--- config.mk ---
export PLATFORM = sky130hd
export DESIGN_NAME = supply_seq_engine
export DESIGN_NICKNAME = d
export VERILOG_FILES = /design/src/rtl/seq_pkg.sv /design/src/rtl/seq_datapath.sv /design/src/rtl/seq_control.sv /design/src/rtl/supply_seq_engine.sv
export SDC_FILE = /design/constraint.sdc
export NUM_CORES = 1
export LEC_CHECK = 0
export BUFFER_PORTS_ARGS = -buffer_cell sky130_fd_sc_hd__buf_2
export CAP_MARGIN = 0
export CORE_ASPECT_RATIO = 0.5
export CORE_MARGIN = 10
export CORE_UTILIZATION = 46
export DETAILED_ROUTE_END_ITERATION = 12
export PLACE_DENSITY = 0.78
export SLEW_MARGIN = 10
export SYNTH_ARGS = -nofsm -noshare
export SYNTH_HDL_FRONTEND = slang
export SYNTH_SLANG_ARGS = --single-unit
--- constraint.sdc ---
create_clock -name clk -period 5.1 [get_ports clk]
set_input_delay 1.02 -clock clk [delete_from_list [all_inputs] [get_ports clk]]
set_output_delay 1.02 -clock clk [all_outputs]
set_load 0.05 [all_outputs]
--- src/rtl/seq_pkg.sv ---
package seq_pkg;
  localparam int IN_W  = 8;
  localparam int OUT_W = 10;
  localparam int ST_W  = 6;
  localparam int DLY_W = 8;

  typedef logic [ST_W-1:0]  stateT;
  typedef logic [DLY_W-1:0] delayT;

  typedef struct packed {
    logic [IN_W-1:0] mask;
    logic [IN_W-1:0] pol;
    logic            useAnd;
    stateT           next;
  } termT;

  typedef struct packed {
    logic [OUT_W-1:0] outPat;
    termT             seqT;
    termT             tmoT;
    termT             monT;
    logic             monWarn;
    delayT            seqDly;
    delayT            tmoDly;
  } entryT;

  localparam int ENTRY_W = $bits(entryT);

  // strobes from control to datapath
  typedef struct packed {
    logic clear;    // restart hold and occupancy counts
    logic entered;  // a branch was taken this cycle
  } strobeT;

  function automatic logic termHit(termT t, logic [IN_W-1:0] v);
    logic [IN_W-1:0] ok;
    ok = ~(v ^ t.pol) & t.mask;
    if (t.useAnd) return ok == t.mask;
    return |ok;
  endfunction
endpackage

--- src/rtl/seq_datapath.sv ---
module seq_datapath
  import seq_pkg::*;
(
  input  logic             clk,
  input  logic             rst,
  input  logic [IN_W-1:0]  condIn,
  input  entryT            entry,
  input  strobeT           strb,
  output logic             seqFire,
  output logic             tmoFire,
  output logic             monFire,
  output logic [OUT_W-1:0] enOut,
  output logic             warnIrq
);
  localparam delayT DLY_MAX = '1;
  localparam int    NUM_CNT = 2;

  logic [IN_W-1:0] prevIn;
  logic            seqCond, tmoCond, monCond, warnHit, seqChanged;
  delayT           effHold;
  delayT           cntQ   [NUM_CNT];
  delayT           cntBase[NUM_CNT];
  logic            cntRun [NUM_CNT];

  always_comb begin
    seqCond    = termHit(entry.seqT, condIn);
    tmoCond    = termHit(entry.tmoT, condIn);
    monCond    = termHit(entry.monT, condIn);
    seqChanged = |((condIn ^ prevIn) & entry.seqT.mask);
    effHold    = seqChanged ? '0 : cntQ[0];
    seqFire    = seqCond && (effHold >= entry.seqDly);
    tmoFire    = tmoCond && (cntQ[1] >= entry.tmoDly);
    monFire    = monCond && !entry.monWarn;
    warnHit    = monCond && entry.monWarn;
    cntBase[0] = effHold;
    cntRun[0]  = seqCond;
    cntBase[1] = cntQ[1];
    cntRun[1]  = 1'b1;
  end

  // counter 0: sequence hold, counter 1: state occupancy
  for (genvar g = 0; g < NUM_CNT; g++) begin : g_cnt
    always_ff @(posedge clk) begin
      if (rst || strb.clear)   cntQ[g] <= '0;
      else if (!cntRun[g])     cntQ[g] <= '0;
      else if (cntBase[g] != DLY_MAX) cntQ[g] <= cntBase[g] + 1'b1;
      else                     cntQ[g] <= cntBase[g];
    end
  end

  always_ff @(posedge clk) begin
    if (rst) begin
      prevIn  <= '0;
      enOut   <= '0;
      warnIrq <= 1'b0;
    end else begin
      prevIn  <= condIn;
      enOut   <= entry.outPat;
      warnIrq <= warnHit;
    end
  end

  a_r1_reset_clears: assert property (@(posedge clk) disable iff (rst)
    $past(rst) |-> (enOut == '0) && !warnIrq && (cntQ[0] == '0) && (cntQ[1] == '0));

  a_r2_out_lags_state: assert property (@(posedge clk) disable iff (rst)
    !$past(rst) |-> enOut == $past(entry.outPat));

  a_r10_counts_restart: assert property (@(posedge clk) disable iff (rst)
    $past(strb.entered) |-> (cntQ[0] == '0) && (cntQ[1] == '0));

  a_r5_hold_drops: assert property (@(posedge clk) disable iff (rst)
    (!strb.clear && !seqCond) |=> cntQ[0] == '0);
endmodule

--- src/rtl/seq_control.sv ---
module seq_control
  import seq_pkg::*;
(
  input  logic   clk,
  input  logic   rst,
  input  logic   swJump,
  input  stateT  swTarget,
  input  logic   seqFire,
  input  logic   tmoFire,
  input  logic   monFire,
  input  stateT  seqNext,
  input  stateT  tmoNext,
  input  stateT  monNext,
  output stateT  curState,
  output strobeT strb
);
  stateT nxtState;
  logic  take;

  always_comb begin
    take     = 1'b1;
    nxtState = curState;
    if (swJump)       nxtState = swTarget;
    else if (monFire) nxtState = monNext;
    else if (tmoFire) nxtState = tmoNext;
    else if (seqFire) nxtState = seqNext;
    else              take     = 1'b0;
    strb.entered = take && !rst;
    strb.clear   = take || rst;
  end

  always_ff @(posedge clk) begin
    if (rst)       curState <= '0;
    else if (take) curState <= nxtState;
  end

  a_r1_reset_state: assert property (@(posedge clk) disable iff (rst)
    $past(rst) |-> curState == '0);

  a_r9_sw_first: assert property (@(posedge clk) disable iff (rst)
    swJump |=> curState == $past(swTarget));

  a_r7_mon_over_tmo: assert property (@(posedge clk) disable iff (rst)
    (!swJump && monFire) |=> curState == $past(monNext));

  a_r6_tmo_over_seq: assert property (@(posedge clk) disable iff (rst)
    (!swJump && !monFire && tmoFire) |=> curState == $past(tmoNext));

  a_r4_idle_holds: assert property (@(posedge clk) disable iff (rst)
    (!swJump && !monFire && !tmoFire && !seqFire) |=> $stable(curState));
endmodule

--- src/rtl/supply_seq_engine.sv ---
module supply_seq_engine
  import seq_pkg::*;
(
  input  logic                clk,
  input  logic                rst,
  input  logic [IN_W-1:0]     condIn,
  input  logic                swJump,
  input  logic [ST_W-1:0]     swTarget,
  output logic [ST_W-1:0]     tblAddr,
  input  logic [ENTRY_W-1:0]  tblData,
  output logic [OUT_W-1:0]    enOut,
  output logic [ST_W-1:0]     stateIdx,
  output logic                warnIrq
);
  entryT  entry;
  strobeT strb;
  stateT  curState;
  logic   seqFire, tmoFire, monFire;

  assign entry    = entryT'(tblData);
  assign tblAddr  = curState;
  assign stateIdx = curState;

  seq_datapath dp_i (
    .clk     (clk),
    .rst     (rst),
    .condIn  (condIn),
    .entry   (entry),
    .strb    (strb),
    .seqFire (seqFire),
    .tmoFire (tmoFire),
    .monFire (monFire),
    .enOut   (enOut),
    .warnIrq (warnIrq)
  );

  seq_control ctl_i (
    .clk      (clk),
    .rst      (rst),
    .swJump   (swJump),
    .swTarget (swTarget),
    .seqFire  (seqFire),
    .tmoFire  (tmoFire),
    .monFire  (monFire),
    .seqNext  (entry.seqT.next),
    .tmoNext  (entry.tmoT.next),
    .monNext  (entry.monT.next),
    .curState (curState),
    .strb     (strb)
  );
endmodule

==> results_dict.tcl, run 1 <==
set metrics [dict create \
    ant_nets 0 \
    synth_cell_types 51 \
    outcome "finished, final reports clean" \
    drt-total-wl_um 8510 \
    synth_top_area_cell "dfxtp_1" \
    htreeDepth 2 \
    first_pass_iters 5 \
    fmax_ghz 0.224 \
    insertion_delay_ps 280 \
    period_share_pct 87.4 \
    start_util_pct 48.3 \
    ir_worst_vdd_v 0.000145 \
    rsz0062_at_grt "no" \
    yosysTopAreaCellShare_pct 16.8 \
    worstPathCellList "buf_2, xnor2_1, o22ai_1, nor4_2, buf_4, nand2_1, inv_1, ha_1, a2111oi_0, nand2_1, o22ai_1, o211ai_2, or2_1, or3_1" \
    syn_area_um2 2970 \
    drcViolationCount 0 \
    grt_max_degree 28 \
    setup_viol 0 \
    tightestPinTransition_ps 551 \
    clockRootBuffer "clkbuf_16" \
    cts-buffers-inserted 5 \
    n_antenna_cell 0 \
    arrival_ps 4440 \
    slew-limit-headroom_pct 63.2 \
    path_clk_slew_ps 60 \
    synthFlopType "dfxtp_1" \
    track_usage_pct 15.5 \
    fp.dieW_um 134 \
    drv_cap 0 \
    finalSetupTns_ps 0 \
    syn2layout_area_growth_pct 28.6 \
    overflow 0 \
    num_rows 20 \
    pin_count 136 \
    clock_sinks 41 \
    holdBufCountCts 0 \
    grt_pass1_wl_um 13400 \
    dpl.hpwl_um 7280 \
    critPathLaunchType "primary input" \
    grt_pass1_vias 2753 \
    via_per_inst 4.96 \
    synth-seq-cells 41 \
    synth_async_sr_flop_share_pct 0 \
    die-area_um2 10300 \
    portBuffers 135 \
    cts_tree "done" \
    clk_path_buf_depth 2 \
    antenna_found_initial 0 \
    path_delay_family "simple AND/OR/NAND/NOR gates" \
    hold_class "reg2reg" \
    required_ps 5090 \
    most-common-layout-cells "buf_2, inv_1, nor2_1, dfxtp_1, nor2b_1" \
    synth_area_leaders "dfxtp_1, edfxtp_1, ha_1" \
    gp_congestion 0.921 \
    crit_slowest_cell "or3_1" \
    syn_inst 334 \
    power.density_nw_per_um2 248 \
    end_kind "flop" \
    cts_setup_buffers 0 \
    fin_skew_ps 4.69 \
    finalNetCount 593 \
    drive_gt1_share_pct 32.8 \
    hold_violations 0 \
    yosysWarnings 0 \
    worstPathMaxFanout 14 \
    wl_per_cell_um 15.4 \
    worst-path-buf-inv 3 \
    cp_slowest_stage_delay_ps 560 \
    postCtsResizedCells 0 \
    layout_commonest_cell "buf_2" \
    syn_area_per_cell_um2 8.90 \
    min_period_ps 4460 \
    drt_iter0_markers 146 \
    ys_seq_area_share_pct 33.0 \
    leakage_nw 1.97 \
    crit_type "in2reg" \
    synth_edf_count 16 \
    power_w 0.000947 \
    core_um2 6160 \
    slew_viol_final 0 \
    num_vias 2733 \
    die_h_um 76.8 \
    fill_cells 559 \
]
==> stage by stage <==
stage / utilization [%] / instances / area (µm²) / setup WS [ps] / hold slack, ps
3_5_place_dp: 59.4 / 543 / 3650 / 471 / 497
2_1_floorplan: - / 341 / 3000 / 652 / 580
5_1_grt: 62.1 / 551 / 3820 / 316 / 542
6_report: 62.1 / 551 / 3820 / 645 / 502
3_3_place_gp: 59.4 / 543 / 3650 / 609 / 496
4_1_cts: 62.1 / 551 / 3820 / 650 / 507
==> registers in the layout, indices dropped and copies added, names as in the netlist <==
signal	count
dp_i.cntQ	16
ctl_i.curState	6
dp_i.prevIn	8
dp_i.warnIrq	1
dp_i.enOut	10
==> logic make-up (layout without fill, tap and decap cells) <==
group / after synthesis / in the layout / synth area share (%)
simple gates: 97 / 97 / 17.3
buf+inv: 65 / 187 / 10.2
compound gates: 62 / 62 / 15.9
xor+xnor: 42 / 42 / 13.1
flops: 41 / 41 / 33.0
fa+ha+maj: 18 / 18 / 7.58
mux: 8 / 8 / 2.69
other cells: 1 / 8 / 0.126
==> cell type report <==
class                           instances  area (µm²)  share of cell area [%]
Inverter                               43         161                    4.22
Timing Repair Buffer                  136         683                    17.9
Tap cell                               88         110                    2.88
Clock inverter                          2        16.3                   0.426
Multi-Input combinational cell        235        1720                    45.0
Sequential cell                        41         981                    25.7
Clock buffer                            6         150                    3.93
==> worst paths after layout <==
kind                                          end               from  slack (ps)  cells past startpoint
worst max-delay path              dp_i.cntQ[1][7]          condIn[7]         640                     14
worst max register to register    dp_i.cntQ[1][7]     dp_i.prevIn[7]        1270                     13
worst min register to register  ctl_i.curState[2]  ctl_i.curState[2]         500                      2
worst min-delay path            ctl_i.curState[2]  ctl_i.curState[2]         500                      2
==> synth_stat cells, types with 2 or more instances <==
master    instances
nor2_1           26
buf_2             3
xnor2_1          21
buf_6             2
o211ai_1          2
and2_1            7
o41ai_1           2
nand2b_1          2
inv_1            43
a21oi_1           3
o211a_1           6
dfxtp_1          25
xor2_1           18
nor2b_1          22
clkbuf_1          5
o22ai_1          17
o21ai_0           2
nor3_1            8
a22oi_1          16
edfxtp_1         16
xor2_2            3
and3_1            3
nand3_1          10
nand4_1           5
nand2_1           6
nor3b_1           2
buf_4            11
ha_1             18
mux2i_1           8
==> power breakdown <==
part           internal [W]  switching (W)  leakage (nW)  total (W)
clock              0.000212       0.000127        0.0782   0.000339
combinational     0.0000966       0.000147          1.51   0.000243
sequential         0.000356     0.00000906         0.389   0.000365
total              0.000664       0.000283          1.97   0.000947
==> worst reg2reg max path, cell delays in order (launching register included) <==
cell and delay [ps]:
dfxtp_1 320, xnor2_1 190, o22ai_1 140, nor4_2 270, buf_4 240, nand2_1 70
inv_1 80, ha_1 260, a2111oi_0 400, nand2_1 90, o22ai_1 250, o211ai_2 280
or2_1 420, or3_1 560
==> per-layer routing <==
metal	wire length, µm	share of wire [%]	GRT usage, %	up-vias
li1	-	-	-	1396
met1	3600	42	18.7	1247
met2	4340	51	27.4	82
met3	481	5.7	3.90	8
met4	91	1.1	3.02	0
met5	0	0	0	-
Power figures use the tool's default switching activity.
==> run 2, diff against run 1 <==
==> constraint.sdc (replaced) <==
create_clock -name clk -period 5.6 [get_ports clk]
set_input_delay 1.12 -clock clk [delete_from_list [all_inputs] [get_ports clk]]
set_output_delay 1.12 -clock clk [all_outputs]
set_load 0.05 [all_outputs]
==> run 2 against run 1 <==
Clock skew about the same; clock-buffer cell count unchanged; cell count unchanged; die area unchanged; critical endpoint is now dp_i.cntQ[1][3].
==> results_dict.tcl, run 2 (same netlist as run 1, synthesis figures left out) <==
set metrics [dict create \
    ant_nets 0 \
    drive_gt1_share_pct 32.8 \
    rsz0062_at_grt "no" \
    clockRootBuffer "clkbuf_16" \
    die-area_um2 10300 \
    overflow 0 \
    gp_congestion 0.968 \
    pin_count 136 \
    use_met3_pct 3.51 \
    postCtsResizedCells 0 \
    grt_use_met2_pct 28.4 \
    power.density_nw_per_um2 225 \
    required_ps 5590 \
    hold_class "reg2reg" \
    via_per_inst 4.93 \
    setup_viol 0 \
    met1_usage_pct 18.3 \
    drcViolationCount 0 \
    path_clk_slew_ps 60 \
    drt-total-wl_um 8360 \
    fin_skew_ps 4.29 \
    track_usage_pct 15.6 \
    slew-limit-headroom_pct 53.4 \
    start_util_pct 48.3 \
    clk_path_buf_depth 2 \
    min_from "ctl_i.curState[1]" \
    outcome "finished, final reports clean" \
    wl_per_cell_um 15.2 \
    dpl.hpwl_um 7210 \
    insertion_delay_ps 280 \
    finalSetupTns_ps 0 \
    worstPathCellList "buf_2, xnor2_1, o22ai_1, nor4_2, nand2_1, inv_1, ha_1, a2111oi_0, nand2_1, o22ai_1, o211ai_2, or2_1, or3_1" \
    holdBufCountCts 0 \
    first_pass_iters 4 \
    arrival_ps 4700 \
    cp.depth 13 \
    worst-path-buf-inv 2 \
    regMostFlops "dp_i.cntQ" \
    period_share_pct 84.1 \
    layout_commonest_cell "buf_2" \
    most-common-layout-cells "buf_2, inv_1, nor2_1, dfxtp_1, nor2b_1" \
    cts_setup_buffers 0 \
    drv_cap 0 \
    tightestPinTransition_ps 693 \
    top_usage_layer "met2" \
    n_antenna_cell 0 \
    fmax_ghz 0.212 \
    slew_viol_final 0 \
    crit_slowest_cell "nor4_2" \
    syn2layout_area_growth_pct 28.6 \
    antenna_found_initial 0 \
    cp_slowest_stage_delay_ps 660 \
    largest_reg_flops 16 \
    leakage_nw 1.97 \
    htreeDepth 2 \
    holdPathEnd "ctl_i.curState[1]" \
    cts_tree "done" \
    end_kind "flop" \
    ir_worst_vdd_v 0.000122 \
    timing.rr.start "dp_i.prevIn[0]" \
    reg2reg_to "dp_i.cntQ[1][3]" \
    drt_iter0_markers 197 \
    utilization_pct 62.1 \
    crit_type "in2reg" \
    worstPathMaxFanout 13 \
    min_period_ps 4710 \
    grt_pass1_vias 2814 \
    seqCellArea_um2 981 \
    portBuffers 135 \
    num_rows 20 \
    reg2reg_depth 12 \
    grt_pass1_wl_um 13400 \
    hold_violations 0 \
    fill_cells 558 \
    r2r_slack_ps 1600 \
    multi_input_area_um2 1720 \
    cts-buffers-inserted 5 \
    finalNetCount 593 \
    num_vias 2717 \
    core_um2 6160 \
    critPathLaunchType "primary input" \
    fp.dieW_um 134 \
    path_delay_family "simple AND/OR/NAND/NOR gates" \
    grt_max_degree 28 \
    clock_sinks 41 \
    die_h_um 76.8 \
    reg_top3 "dp_i.cntQ (16), dp_i.enOut (10), dp_i.prevIn (8)" \
    hold_depth 2 \
]
## run 2: worst min-delay path, delay by kind of cell (launching register included)
family | cells | cell delay, ps
DFF | 1 | 310
and+or+nand+nor | 2 | 150
## run 2: stage by stage
stage          power [W]  cells  hold slack (ps)  worst slack [ps]  cell area (µm²)
6_report        0.000859    551              503               888             3820
5_1_grt         0.000905    551              522               566             3820
4_1_cts         0.000866    551              507               910             3820
3_5_place_dp    0.000558    543              496               707             3650
3_3_place_gp    0.000556    543              495               815             3650
2_1_floorplan   0.000490    341              580              1050             3000
## run 2: per-layer routing
metal  routed length [µm]  share of wire [%]  up-vias
met5                    0                  0        -
met4                   77               0.92        0
met3                  428                5.1        9
met2                 4300                 51       71
met1                 3560                 43     1243
li1                     -                  -     1394
## run 2: final cells by class
type / instances / share of cell area [%]
Clock buffer: 6 / 3.93
Clock inverter: 2 / 0.426
Inverter: 43 / 4.22
Multi-Input combinational cell: 235 / 45.0
Sequential cell: 41 / 25.7
Tap cell: 88 / 2.88
Timing Repair Buffer: 136 / 17.9
## run 2: report_power, final
| part | total, W | leakage [nW] | internal [W] | switching [W] |
|---|---|---|---|---|
| Clock | 0.000308 | 0.0782 | 0.000193 | 0.000115 |
| Sequential | 0.000332 | 0.389 | 0.000324 | 0.00000769 |
| Combinational | 0.000220 | 1.51 | 0.0000880 | 0.000132 |
| Total | 0.000859 | 1.97 | 0.000605 | 0.000255 |
## run 2: how the worst max path moves through the flow
| stage | start | to | slack (ps) |
|---|---|---|---|
| after CTS | condIn[6] | dp_i.cntQ[1][0] | 910 |
| after global routing | condIn[0] | dp_i.cntQ[1][5] | 570 |
| final | condIn[3] | dp_i.cntQ[1][3] | 890 |
| after floorplan | condIn[0] | dp_i.cntQ[1][0] | 1050 |
| after global placement | condIn[0] | dp_i.cntQ[1][0] | 810 |
| after detailed placement | condIn[6] | dp_i.cntQ[1][1] | 710 |
